===== config.mk =====
export PLATFORM = sky130hd
export DESIGN_NAME = phy_irq_ctrl
export DESIGN_NICKNAME = d
export VERILOG_FILES = /design/src/rtl/phy_irq_pkg.sv /design/src/rtl/irq_rst_sync.sv /design/src/rtl/irq_status_bank.sv /design/src/rtl/irq_ctrl_regs.sv /design/src/rtl/irq_pin_drv.sv /design/src/rtl/phy_irq_ctrl.sv
export SDC_FILE = /design/constraint.sdc
export NUM_CORES = 1
export LEC_CHECK = 0
export BUFFER_PORTS_ARGS = -buffer_cell sky130_fd_sc_hd__buf_4
export CORE_MARGIN = 3
export CORE_UTILIZATION = 38
export DETAILED_ROUTE_END_ITERATION = 8
export PLACE_DENSITY = 0.73
export SLEW_MARGIN = 20
export SYNTH_ARGS = -nofsm -noshare
export SYNTH_HDL_FRONTEND = slang
export SYNTH_HIERARCHICAL = 1
export SYNTH_SLANG_ARGS = --single-unit

===== constraint.sdc =====
create_clock -name clk -period 1.9 [get_ports clk]
set_input_delay 0.57 -clock clk [delete_from_list [all_inputs] [get_ports clk]]
set_output_delay 0.57 -clock clk [all_outputs]
set_load 0.03 [all_outputs]

===== src/rtl/phy_irq_pkg.sv =====
package phy_irq_pkg;
  localparam int unsigned IRQ_SRC_N = 8;

  // Status bit index for each event source
  typedef enum logic [2:0] {
    SRC_LINK_CHG  = 3'd0,
    SRC_REM_FAULT = 3'd1,
    SRC_AN_DONE   = 3'd2,
    SRC_PAGE_RX   = 3'd3,
    SRC_PD_FAULT  = 3'd4,
    SRC_SPARE5    = 3'd5,
    SRC_SPARE6    = 3'd6,
    SRC_SPARE7    = 3'd7
  } irq_src_e;
endpackage


===== src/rtl/irq_rst_sync.sv =====
module irq_rst_sync #(
  parameter int unsigned STAGES = 2
) (
  input  logic clk,
  input  logic rst_ni,
  output logic rst_no
);
  logic [STAGES-1:0] sync_q;

  always_ff @(posedge clk or negedge rst_ni) begin
    if (!rst_ni) sync_q <= '0;
    else         sync_q <= {sync_q[STAGES-2:0], 1'b1};
  end

  assign rst_no = sync_q[STAGES-1];
endmodule


===== src/rtl/irq_status_bank.sv =====
module irq_status_bank #(
  parameter int unsigned N = 8
) (
  input  logic         clk,
  input  logic         rst_n,
  input  logic [N-1:0] evt,
  input  logic         clr,
  output logic [N-1:0] stat
);
  logic [N-1:0] stat_q;
  logic [N-1:0] stat_nxt;
  logic [N-1:0] stat_ce;

  for (genvar g = 0; g < N; g++) begin : g_cell
    always_comb begin
      stat_ce[g]  = clr | evt[g];
      stat_nxt[g] = (stat_q[g] & ~clr) | evt[g];
    end

    always_ff @(posedge clk or negedge rst_n) begin
      if (!rst_n)          stat_q[g] <= 1'b0;
      else if (stat_ce[g]) stat_q[g] <= stat_nxt[g];
    end
  end

  assign stat = stat_q;
endmodule


===== src/rtl/irq_ctrl_regs.sv =====
module irq_ctrl_regs #(
  parameter int unsigned ADDR_W   = 5,
  parameter int unsigned DATA_W   = 16,
  parameter int unsigned N        = 8,
  parameter int unsigned CFG_ADDR = 16,
  parameter int unsigned IRQ_ADDR = 17,
  parameter int unsigned POL_BIT  = 14
) (
  input  logic              clk,
  input  logic              rst_n,
  input  logic [ADDR_W-1:0] addr,
  input  logic              wr,
  input  logic [DATA_W-1:0] wdata,
  input  logic              rd,
  input  logic [N-1:0]      stat,
  output logic [N-1:0]      en,
  output logic              pol,
  output logic              clr,
  output logic [DATA_W-1:0] rdata
);
  localparam int unsigned EN_LSB = DATA_W - N;
  localparam logic [ADDR_W-1:0] IRQ_A = ADDR_W'(IRQ_ADDR);
  localparam logic [ADDR_W-1:0] CFG_A = ADDR_W'(CFG_ADDR);

  logic          sel_irq, sel_cfg;
  logic          en_ce, pol_ce;
  logic [N-1:0]  en_q, en_nxt;
  logic          pol_q, pol_nxt;
  logic          unused_wdata;

  always_comb begin
    sel_irq = (addr == IRQ_A);
    sel_cfg = (addr == CFG_A);
    en_ce   = wr & sel_irq;
    en_nxt  = wdata[EN_LSB +: N];
    pol_ce  = wr & sel_cfg;
    pol_nxt = wdata[POL_BIT];
    clr     = rd & sel_irq;
  end

  assign unused_wdata = ^wdata[EN_LSB-1:0];

  always_ff @(posedge clk or negedge rst_n) begin
    if (!rst_n)     en_q <= '0;
    else if (en_ce) en_q <= en_nxt;
  end

  always_ff @(posedge clk or negedge rst_n) begin
    if (!rst_n)      pol_q <= 1'b0;
    else if (pol_ce) pol_q <= pol_nxt;
  end

  always_comb begin
    rdata = '0;
    if (sel_irq) begin
      rdata[EN_LSB +: N] = en_q;
      rdata[N-1:0]       = stat;
    end else if (sel_cfg) begin
      rdata[POL_BIT] = pol_q;
    end
  end

  assign en  = en_q;
  assign pol = pol_q;
endmodule


===== src/rtl/irq_pin_drv.sv =====
module irq_pin_drv #(
  parameter int unsigned N = 8
) (
  input  logic         clk,
  input  logic         rst_n,
  input  logic [N-1:0] stat,
  input  logic [N-1:0] en,
  input  logic         pol,
  output logic         pin
);
  logic pin_q, pin_nxt;

  always_comb pin_nxt = (|(stat & en)) ^ pol;

  always_ff @(posedge clk or negedge rst_n) begin
    if (!rst_n) pin_q <= 1'b0;
    else        pin_q <= pin_nxt;
  end

  assign pin = pin_q;
endmodule


===== src/rtl/phy_irq_ctrl.sv =====
module phy_irq_ctrl #(
  parameter int unsigned NUM_SRC  = phy_irq_pkg::IRQ_SRC_N,
  parameter int unsigned ADDR_W   = 5,
  parameter int unsigned DATA_W   = 2 * NUM_SRC,
  parameter int unsigned CFG_ADDR = 16,
  parameter int unsigned IRQ_ADDR = 17,
  parameter int unsigned POL_BIT  = 14
) (
  input  logic               clk,
  input  logic               rst_ni,
  input  logic [NUM_SRC-1:0] evt_i,
  input  logic [ADDR_W-1:0]  reg_addr_i,
  input  logic               reg_wr_i,
  input  logic [DATA_W-1:0]  reg_wdata_i,
  input  logic               reg_rd_i,
  output logic [DATA_W-1:0]  reg_rdata_o,
  output logic               irq_o
);
  logic               rst_n_sync;
  logic [NUM_SRC-1:0] stat;
  logic [NUM_SRC-1:0] en;
  logic               pol;
  logic               stat_clr;

  irq_rst_sync #(.STAGES(2)) u_rst (
    .clk    (clk),
    .rst_ni (rst_ni),
    .rst_no (rst_n_sync)
  );

  irq_status_bank #(.N(NUM_SRC)) u_stat (
    .clk   (clk),
    .rst_n (rst_n_sync),
    .evt   (evt_i),
    .clr   (stat_clr),
    .stat  (stat)
  );

  irq_ctrl_regs #(
    .ADDR_W   (ADDR_W),
    .DATA_W   (DATA_W),
    .N        (NUM_SRC),
    .CFG_ADDR (CFG_ADDR),
    .IRQ_ADDR (IRQ_ADDR),
    .POL_BIT  (POL_BIT)
  ) u_regs (
    .clk   (clk),
    .rst_n (rst_n_sync),
    .addr  (reg_addr_i),
    .wr    (reg_wr_i),
    .wdata (reg_wdata_i),
    .rd    (reg_rd_i),
    .stat  (stat),
    .en    (en),
    .pol   (pol),
    .clr   (stat_clr),
    .rdata (reg_rdata_o)
  );

  irq_pin_drv #(.N(NUM_SRC)) u_pin (
    .clk   (clk),
    .rst_n (rst_n_sync),
    .stat  (stat),
    .en    (en),
    .pol   (pol),
    .pin   (irq_o)
  );
endmodule


Word-level counts from Yosys, hierarchy flattened
Index checks and enable logic that the tools add are counted.
- register bits after elaboration: 20
- bits in latches: 0
- memory bits (writable): 0
- bits in read-only memories: 0
- input bits: 33
- output and inout port bits: 17
- word-level logic and storage cells: 49
- memories kept: 0
- $add $sub $neg: 0
- multiply operators: 0
- div/mod/pow operators: 0
- magnitude comparators: 0
- eq/ne operators: 2
- shift-type cells: 0
- multiplexer cells: 4
- bitwise gates (word level): 30
- reductions and logical operators: 1
- operator list (operator ; count):
    OR 1 bit ; 16
    two-way mux 14 bit ; 1
    AND 1 bit ; 11
    == test 5 bit, second input constant ; 2
    AND 8 bit ; 1
    OR reduction 8 bit ; 1
    two-way mux 1 bit ; 3
    inverter 1 bit ; 1
    XOR 1 bit ; 1

Logic depth before layout (Yosys ltp)
Gate-level depths: netlist of the first run.
- word-level depth: 5
- depth in mapped cells: 5
- mapped depth without buffers: 4

Modules after synthesis
The synthesis of the first run kept the hierarchy.
- modules (own cells, without submodules) (module ; instances ; cells each ; area an instance (um^2)):
    irq_ctrl_regs ; 1 ; 43 ; 511.7
    irq_status_bank ; 1 ; 17 ; 264.0
    irq_pin_drv ; 1 ; 7 ; 75.1
    irq_rst_sync ; 1 ; 3 ; 53.8

Least setup slack after synthesis of the first run
Ideal clock, no wire load.
- path type: input port to output port
- start: in reg_addr_i[3]
- end: out reg_rdata_o[14]
- arrival: 1.679 ns
- data required time: 1.330 ns
- slack: -0.349 ns
- stages: 3
- path through: nor4b_4 -> clkbuf_1 -> nor2b_1
- longest elaborated chain between the ends: 3
- elaborated cells between the ends (all ways): 4
- classes of those cells: eq/ne (2); mux (2)
- ends and longest elaborated chain (item ; line ; source):
    start, declared ; phy_irq_ctrl.sv:12 ; input logic [ADDR_W-1:0] reg_addr_i,
    == test 5 bit ; irq_ctrl_regs.sv:33 ; sel_cfg = (addr == CFG_A);
    two-way mux 1 bit ; irq_ctrl_regs.sv:58 ; end else if (sel_cfg) begin
    two-way mux 1 bit * ; irq_ctrl_regs.sv:55 ; if (sel_irq) begin
    end, declared ; phy_irq_ctrl.sv:16 ; output logic [DATA_W-1:0] reg_rdata_o,
Every way passes the cells marked *; elsewhere a longest branch is shown, timed or not.

Worst setup path after layout of the first run
- start: in reg_addr_i[3]
- end: out reg_rdata_o[15]
- longest elaborated chain between the ends: 2
- ends and longest elaborated chain (item ; line ; source):
    == test 5 bit ; irq_ctrl_regs.sv:32 ; sel_irq = (addr == IRQ_A);
    two-way mux 1 bit ; irq_ctrl_regs.sv:55 ;
Every way passes these cells.

==> results of run 1 <==
[logic make-up after synthesis]
kind of cell | after synthesis
AND/OR/NAND/NOR | 21
multiplexers | 10
flip-flops | 20
buffers and inverters | 5
XOR/XNOR | 1
AO/OA/AOI/OAI | 12
other | 1
[routing by layer]
layer | share of wire [%] | GRT usage, %
met1 | 46 | 23.9
met2 | 47 | 24.4
met3 | 6.8 | 3.54
met4 | 0.74 | 4.98
met5 | 0 | 0
[power breakdown]
| group | internal, mW | total (mW) | switching [mW] |
|---|---|---|---|
| logic | 0.114 | 0.194 | 0.0808 |
| registers | 0.475 | 0.516 | 0.0411 |
| clock network | 0.0736 | 0.187 | 0.114 |
[critical path: stages]
cell                      delay [ns]
sky130_fd_sc_hd__buf_6          0.10
sky130_fd_sc_hd__nor4b_4        0.29
sky130_fd_sc_hd__buf_6          0.18
sky130_fd_sc_hd__and3_2         0.20
sky130_fd_sc_hd__buf_6          0.13
[cells in the final DEF (no fill, tap or decap)]
cell type and n:
sky130_fd_sc_hd__nand4_1 1, sky130_fd_sc_hd__dfrtp_1 20, sky130_fd_sc_hd__clkbuf_4 3, sky130_fd_sc_hd__a22oi_2 1
sky130_fd_sc_hd__and3_4 11, sky130_fd_sc_hd__nand3b_1 1, sky130_fd_sc_hd__mux2i_1 1, sky130_fd_sc_hd__conb_1 1
sky130_fd_sc_hd__buf_4 27, sky130_fd_sc_hd__and3_2 5, sky130_fd_sc_hd__and3_1 1, sky130_fd_sc_hd__mux2_2 9
sky130_fd_sc_hd__buf_12 1, sky130_fd_sc_hd__a21o_1 8, sky130_fd_sc_hd__buf_6 19, sky130_fd_sc_hd__inv_2 1
sky130_fd_sc_hd__nor2b_4 1, sky130_fd_sc_hd__nor4b_4 1, sky130_fd_sc_hd__a22oi_1 3, sky130_fd_sc_hd__xor2_1 1
[registers in the layout (all words and copies together), names as in the netlist]
signal and cells:
u_pin/pin 1, u_regs/en 8, u_regs/pol 1, u_rst/sync_q 2
u_stat/stat 8
[metrics by stage]
| stage | hold slack [ns] | instance area, um2 | setup slack, ns | total power, mW | instances |
|---|---|---|---|---|---|
| floorplan | 0.227 | 967 | -0.101 | 0.625 | 70 |
| global placement | 0.319 | 1330 | -0.194 | 0.707 | 140 |
| detailed placement | 0.326 | 1330 | -0.206 | 0.714 | 140 |
| CTS | 0.0320 | 1430 | -0.149 | 0.911 | 144 |
| global route | 0.0103 | 1440 | -0.209 | 0.953 | 144 |
| finish | 0.0484 | 1440 | -0.143 | 0.898 | 144 |
[cells in the mapped netlist, types with 3 or more instances]
cell type / number
sky130_fd_sc_hd__a21o_1: 8
sky130_fd_sc_hd__a22oi_1: 3
sky130_fd_sc_hd__and3_1: 10
sky130_fd_sc_hd__and3_2: 7
sky130_fd_sc_hd__clkbuf_1: 3
sky130_fd_sc_hd__dfrtp_1: 20
sky130_fd_sc_hd__mux2_2: 9
[final cells by class]
type	instances	area share, %
flip-flops and latches	20	34.8
multi-input cells	45	30.5
repair buffers	47	30.4
well taps	28	2.44
clock buffers	3	1.57
inverters	1	0.261
[final timing paths]
path | end | slack, ns | startpoint
setup / recovery | reg_rdata_o[15] | -0.14 | reg_addr_i[3]
hold reg to reg | u_stat/stat[3] | 0.30 | u_rst/sync_q[1]
setup reg to reg | u_pin/pin | 0.85 | u_stat/stat[2]
max in group asynchronous | u_stat/stat[1] | 1.14 | u_rst/sync_q[1]
hold / removal | u_rst/sync_q[1] | 0.05 | rst_ni
min in group clk | u_rst/sync_q[1] | 0.36 | u_rst/sync_q[0]
[timing repair]
action / CTS / global route
buffers inserted: 1 / 0
pin swaps: 3 / 0
resized for setup: 20 / 1
setup endpoints to repair: 16 / 16
==> results.cfg, run 1 <==
[run_status]
outcome = complete, but fails checks
violations = setup timing

[global_route]
first_global_vias = 728
grtUsageTotal_pct = 16.5
gr-total-overflow = 0
largest_net_degree_at_the_start_of_global_routing = 19
antenna_violations_before_repair = 0
global_route_wire_length_before_repair_um = 3480

[cells_and_area]
final-seq-area_um2 = 500
fillers = 184
proportion_of_layout_cells_with_a_drive_suffix_above_1_pct = 68.1
layout-area-overhead-vs-synth_pct = 58.8
multi_input_comb_area_um2 = 438
design.final.nets = 151
layout.core_utilization_pct = 64.3
n_antenna_cell = 0

[route]
drt_pre_antenna_iters = 4
routed_via_density = 5.10
drcViolationCount = 0
drtAntennaViolNets = 0
detail_route.iter0.violations = 8
via_count = 734
total_routed_wirelength_um = 2160
wl_per_cell_um = 15.0

[clocking]
tritoncts.num_buffers = 3
clock_tree_from_tritoncts = yes
cts-root-to-sink-buffers = 2
postCtsHoldBufs = 0
clock_tree.root_cell = sky130_fd_sc_hd__clkbuf_4
cts.sinks = 20
clock_latency_ns = 0.29
clkTransAtPathRegs_ns = 0.10
ctsHtreeMaxLevel = 1

[die]
floorplan.die_area_um2 = 3000
row_count = 17
i_o_pins = 50
floorplan.core_area_um2 = 2230
initial_core_util_pct = 40.5
die_height_um = 54.8
die_x_um = 54.8

[flow_run]
drv_cap = 0

[yosys]
synth_top_family_by_area = simple AND/OR/NAND/NOR gates
synthAdderAreaFrac_pct = 0
netlist-cell-type-count = 17
synthSimpleGateAreaFrac_pct = 17.6
compound_cell_area_share_of_the_yosys_netlist_pct = 10.5
synth_cells = 70
dominantRegCellSynth = sky130_fd_sc_hd__dfrtp_1
synth.ff_latch_count = 20
yosys.area.top_type = sky130_fd_sc_hd__dfrtp_1
post_synth_mux_area_share_pct = 12.3
synthArstFlopShare_pct = 100
post_synth_instance_area_um2 = 905
synth-seq-area-share_pct = 55.3
synth_area_per_cell_um2 = 12.9
synth.top_cells.by_area = sky130_fd_sc_hd__dfrtp_1, sky130_fd_sc_hd__mux2_2, sky130_fd_sc_hd__and3_1
synth_top_cell_area_share_pct = 55.3
synth_edf_count = 0
postSynthNetCount = 103
synth_warnings = 6
synth_xor_area_share_pct = 0.968

[setup_path]
worstSetupStartpointType = input pin
cp.required_ns = 1.33
worst_setup_path_end_kind = output pin
critical_path.max_fanout = 11
r2r.worst_path.cells = 3
crit_arrival_ns = 1.47
setup.worst_path.class = input pin to output pin

[sta]
clock-skew-final_ns = 0.00437
report.final.setup_viol = 16
postLayoutSetupSlackWorst_ns = -0.143
timing.final.crit_share_pct = 108
maxClockFrequency_ghz = 0.490
fin_tns_setup_ns = -2.06
final_period_minus_worst_setup_slack_ns = 2.04
timing.final.hold_violations = 0
slew_violations = 0
unrepaired_setup_endpoints_after_global_routing = yes
tightestPinTransition_ns = 0.728
slew_headroom_pct = 51.5

[placed_design]
place.port_buffers = 41
globalplace.congestion = 0.715

[power_and_ir_drop]
leakagePower_nw = 0.660
peak_supply_drop_v = 0.000596
powerDensity_nw_per_um2 = 625

[hold_path]
timing.hold.worst.class = input pin to asynchronous set/reset pin
Note: power is estimated with default switching activity, not from simulation.
==> inputs of run 2 (changes only) <==
- CORE_UTILIZATION: 38 -> 46
- PLACE_DENSITY: 0.73 -> 0.82
- clock period: 1.9 -> 2.4 ns (I/O delays scaled with it)
==> results.cfg, run 2 (same netlist as run 1, synthesis figures left out) <==
[run_status]
outcome = complete, no violations

[sta]
hold_slack_ns = 0.190
tightestPinTransition_ns = 0.699
slew_headroom_pct = 53.4
clock-skew-final_ns = 0.00904
slew_violations = 0
final_period_minus_worst_setup_slack_ns = 2.40
timing.final.hold_violations = 0
maxClockFrequency_ghz = 0.417
timing.final.crit_share_pct = 99.9
postLayoutSetupSlackWorst_ns = 0.00329
report.final.setup_viol = 0
unrepaired_setup_endpoints_after_global_routing = yes

[route]
drtAntennaViolNets = 0
via_count = 724
total_routed_wirelength_um = 2210
wl_per_cell_um = 15.8
drcViolationCount = 0
detail_route.iter0.violations = 4
drt_pre_antenna_iters = 2
routed_via_density = 5.17

[power_and_ir_drop]
peak_supply_drop_v = 0.000426
total_power_uw = 748
powerDensity_nw_per_um2 = 532
intPower_uw = 557
sw_frac_of_total_pct = 25.6
power.clock.fraction_pct = 25.2
sequential_fraction_of_design_power_pct = 54.5
power_switching_uw = 191
power_frac_comb_pct = 20.3
leakagePower_nw = 0.676

[cells_and_area]
multi_input_comb_area_um2 = 395
design.final.nets = 149
final_common_cell = sky130_fd_sc_hd__buf_4
layout.core_utilization_pct = 78.9
layout-area-overhead-vs-synth_pct = 55.5
layout.cell_area.non_filler_um2 = 1410
proportion_of_layout_cells_with_a_drive_suffix_above_1_pct = 67.8
final-seq-area_um2 = 500
fillers = 125
n_antenna_cell = 0
layout.cells.most_common_list = sky130_fd_sc_hd__buf_4, sky130_fd_sc_hd__dfrtp_1, sky130_fd_sc_hd__buf_6

[clocking]
clock_tree.root_cell = sky130_fd_sc_hd__clkbuf_4
clock_latency_ns = 0.29
tritoncts.num_buffers = 3
cts-root-to-sink-buffers = 2
cts.sinks = 20
clkTransAtPathRegs_ns = 0.10
clock_tree_from_tritoncts = yes
postCtsHoldBufs = 0
ctsHtreeMaxLevel = 1

[global_route]
met3_usage_pct = 2.67
gr-total-overflow = 0
largest_net_degree_at_the_start_of_global_routing = 20
grtUsageTotal_pct = 17.3
grtUsageMet1_pct = 19.8
global_route_wire_length_before_repair_um = 3310
antenna_violations_before_repair = 0
grt.met2_usage_pct = 31.7
grt_most_used_layer = met2
first_global_vias = 792

[setup_path]
crit_top_cell = sky130_fd_sc_hd__buf_6
worstPathCellList = buf_6 -> nor4b_4 -> buf_6 -> clkbuf_16 -> and3_2 -> buf_6
worst_setup_path_end_kind = output pin
timing.critical_path.slowest_stage_cell = sky130_fd_sc_hd__nor4b_4
worstSetupStartpointType = input pin
cp.required_ns = 1.68
crit_arrival_ns = 1.68
setup.worst_path.class = input pin to output pin
max_stage_delay_ns = 0.27
critical_path.max_fanout = 5

[placed_design]
globalplace.congestion = 0.754
place.port_buffers = 41
place_area_um2 = 1250
dp_hpwl_um = 1510
pre_cts_slack_ns = 0.0123

[flow_run]
drv_cap = 0

[hold_path]
timing.hold.worst.class = input pin to asynchronous set/reset pin

[die]
floorplan.core_area_um2 = 1780
i_o_pins = 50
die_height_um = 50.3
row_count = 15
floorplan.die_area_um2 = 2530
die_x_um = 50.3
initial_core_util_pct = 50.7
-- run 2: cell count changes in the layout (fill, tap and decap cells not counted), sizes merged --
| cell | before | now |
|---|---|---|
| buf | 47 | 44 |
| clkbuf | 3 | 5 |
-- run 2: worst paths after layout --
check	startpoint	endpoint	slack [ns]	cells past startpoint
max in group asynchronous	u_rst/sync_q[1]	u_regs/en[0]	1.67	0
worst min register to register	u_rst/sync_q[1]	u_stat/stat[1]	0.29	0
worst max register to register	u_stat/stat[3]	u_pin/pin	1.37	3
worst min-delay path	rst_ni	u_rst/sync_q[0]	0.19	1
min in group clk	u_rst/sync_q[0]	u_rst/sync_q[1]	0.36	0
worst max-delay path	reg_addr_i[3]	reg_rdata_o[11]	0.003	6
-- run 2: through the flow --
| stage | setup TNS (ns) | cells |
|---|---|---|
| after floorplan | -0.00994 | 70 |
| after global placement | 0 | 133 |
| after detailed placement | 0 | 133 |
| after CTS | 0 | 137 |
| after global routing | -0.896 | 140 |
| final | 0 | 140 |
-- run 2: layout make-up --
| cell class | instances | share of cell area [%] |
|---|---|---|
| clock buffer | 4 | 2.58 |
| inverter | 1 | 0.267 |
| multi-input combinational | 45 | 28.1 |
| sequential | 20 | 35.6 |
| tap | 25 | 2.22 |
| timing repair buffer | 45 | 31.2 |
-- run 2: layer usage --
layer  routed length (um)  vias up  share of wire, %
met1                  879      351                40
met2                 1170       26                53
met4                   15        0              0.68
li1                     -      345                 -
met5                    0        -                 0
met3                  145        2               6.6
-- run 2: power by group through the flow --
stage | logic (mW) | clock network [mW] | registers (mW)
2_1_floorplan | 0.0691 | 0 | 0.420
3_3_place_gp | 0.138 | 0 | 0.412
3_5_place_dp | 0.142 | 0 | 0.416
4_1_cts | 0.143 | 0.197 | 0.408
5_1_grt | 0.165 | 0.211 | 0.416
6_report | 0.152 | 0.189 | 0.408
-- run 2: worst max-delay path: cells and delay by family --
| family | cells | cell delay (ns) |
|---|---|---|
| simple gates | 2 | 0.45 |
| buf+inv | 4 | 0.50 |
-- run 2: what timing repair did --
action / 4_1_cts / 5_1_grt
endpoints found under the setup margin: 1 / 16
cloned: 0 / 2
setup buffers: 0 / 1
gates resized for setup: 1 / 18
==> inputs of run 3 (changes only) <==
- CORE_MARGIN: 3 -> 10
==> results.cfg, run 3 (same netlist as run 1, synthesis figures left out) <==
[run_status]
outcome = complete, but fails checks
violations = setup timing

[setup_path]
cp.required_ns = 1.68
critical_path.max_fanout = 8
worstSetupStartpointType = input pin
crit_arrival_ns = 1.69
worst_setup_path_end_kind = output pin
r2r-start = u_stat/stat[2]
rr_endpoint = u_pin/pin
r2r_slack_ns = 1.36
setup.worst_path.class = input pin to output pin
r2r.worst_path.cells = 3

[global_route]
gr-total-overflow = 0
antenna_violations_before_repair = 0
first_global_vias = 762
global_route_wire_length_before_repair_um = 3990
grtUsageTotal_pct = 11.9
largest_net_degree_at_the_start_of_global_routing = 20

[sta]
clock-skew-final_ns = 0.00382
final_period_minus_worst_setup_slack_ns = 2.41
slew_headroom_pct = 52.3
tightestPinTransition_ns = 0.716
report.final.setup_viol = 4
postLayoutSetupSlackWorst_ns = -0.00628
maxClockFrequency_ghz = 0.416
slew_violations = 0
timing.final.crit_share_pct = 100
fin_tns_setup_ns = -0.0140
timing.final.hold_violations = 0
unrepaired_setup_endpoints_after_global_routing = yes

[placed_design]
dp_hpwl_um = 1870
place.port_buffers = 41
globalplace.congestion = 0.756
post-place-cells = 134

[clocking]
cts-root-to-sink-buffers = 2
clkTransAtPathRegs_ns = 0.10
cts.sinks = 20
ctsHtreeMaxLevel = 1
clock_tree.root_cell = sky130_fd_sc_hd__clkbuf_4
tritoncts.num_buffers = 3
clock_latency_ns = 0.28
clock_tree_from_tritoncts = yes

[cells_and_area]
final_common_cell = sky130_fd_sc_hd__buf_4
layout.core_utilization_pct = 76.7
design.final.nets = 149
layout.cells.most_common_list = sky130_fd_sc_hd__buf_4, sky130_fd_sc_hd__dfrtp_1, sky130_fd_sc_hd__buf_6
proportion_of_layout_cells_with_a_drive_suffix_above_1_pct = 67.5
layout-area-overhead-vs-synth_pct = 52.7
stdcell_count = 139
n_antenna_cell = 0

[die]
floorplan.core_area_um2 = 1800
floorplan.die_area_um2 = 4140
die_height_um = 64.3
row_count = 15
die_x_um = 64.3
initial_core_util_pct = 50.2
i_o_pins = 50

[route]
wl_per_cell_um = 17.6
drcViolationCount = 0
routed_via_density = 5.12
total_routed_wirelength_um = 2440
drtAntennaViolNets = 0
via_count = 712
drt_pre_antenna_iters = 4
detail_route.iter0.violations = 13

[power_and_ir_drop]
powerDensity_nw_per_um2 = 509
peak_supply_drop_v = 0.000430
leakagePower_nw = 0.650

[hold_path]
timing.hold.worst.class = input pin to asynchronous set/reset pin

[flow_run]
drv_cap = 0
## run 3: cell count changes in the layout (fill, tap and decap cells not counted), sizes merged
cell,before,now
clkbuf,5,3
buf,44,45
## run 3: layout make-up
type	count	area (um2)
Clock buffer	3	22.5
Tap cell	25	31.3
Fill cell	141	420
Inverter	1	3.75
Sequential cell	20	500
Multi-Input combinational cell	45	422
Timing Repair Buffer	45	402
## run 3: how the worst max path moves through the flow
| stage | end | slack (ns) | cells past startpoint | from |
|---|---|---|---|---|
| floorplan | reg_rdata_o[14] | -0.01 | 3 | reg_addr_i[3] |
| global placement | reg_rdata_o[2] | 0.002 | 5 | reg_addr_i[3] |
| detailed placement | reg_rdata_o[3] | -0.03 | 5 | reg_addr_i[3] |
| CTS | reg_rdata_o[1] | -0.006 | 5 | reg_addr_i[1] |
| global route | reg_rdata_o[1] | -0.05 | 5 | reg_addr_i[1] |
| finish | reg_rdata_o[6] | -0.006 | 5 | reg_addr_i[1] |
## run 3: stage by stage
step	hold WS (ns)	worst slack, ns	cell area [um2]	total power [mW]
final	0.198	-0.00628	1380	0.703
after detailed placement	0.324	-0.0259	1250	0.556
after global routing	0.169	-0.0525	1380	0.746
after global placement	0.319	0.00164	1250	0.551
after CTS	0.188	-0.00560	1370	0.714
after floorplan	0.227	-0.00994	918	0.489
## run 3: timing repair
item                                    4_1_cts  5_1_grt
gates cloned                                  1        0
hold buffers                                  0        0
setup buffers                                 0        1
pin swaps                                     2        0
gates resized for setup                      26        1
endpoints found under the setup margin       11       16
## run 3: power breakdown
part           leakage, nW  total (mW)  internal, mW  switching (mW)
Combinational        0.416       0.149        0.0865          0.0620
Clock               0.0138       0.147        0.0582          0.0885
Sequential           0.220       0.407         0.376          0.0314
## run 3: critical path, stage by stage
cell and delay (ns):
sky130_fd_sc_hd__buf_6 0.09, sky130_fd_sc_hd__nor4b_4 0.34, sky130_fd_sc_hd__buf_4 0.22, sky130_fd_sc_hd__and3_4 0.19
sky130_fd_sc_hd__buf_6 0.12
## run 3: layer usage
layer	GRT usage (%)	share of wire [%]	vias to the layer above
met5	0	0	-
met4	4.01	0.41	0
met3	5.57	9.8	2
met2	17.6	43	31
met1	14.8	46	335
li1	-	-	344
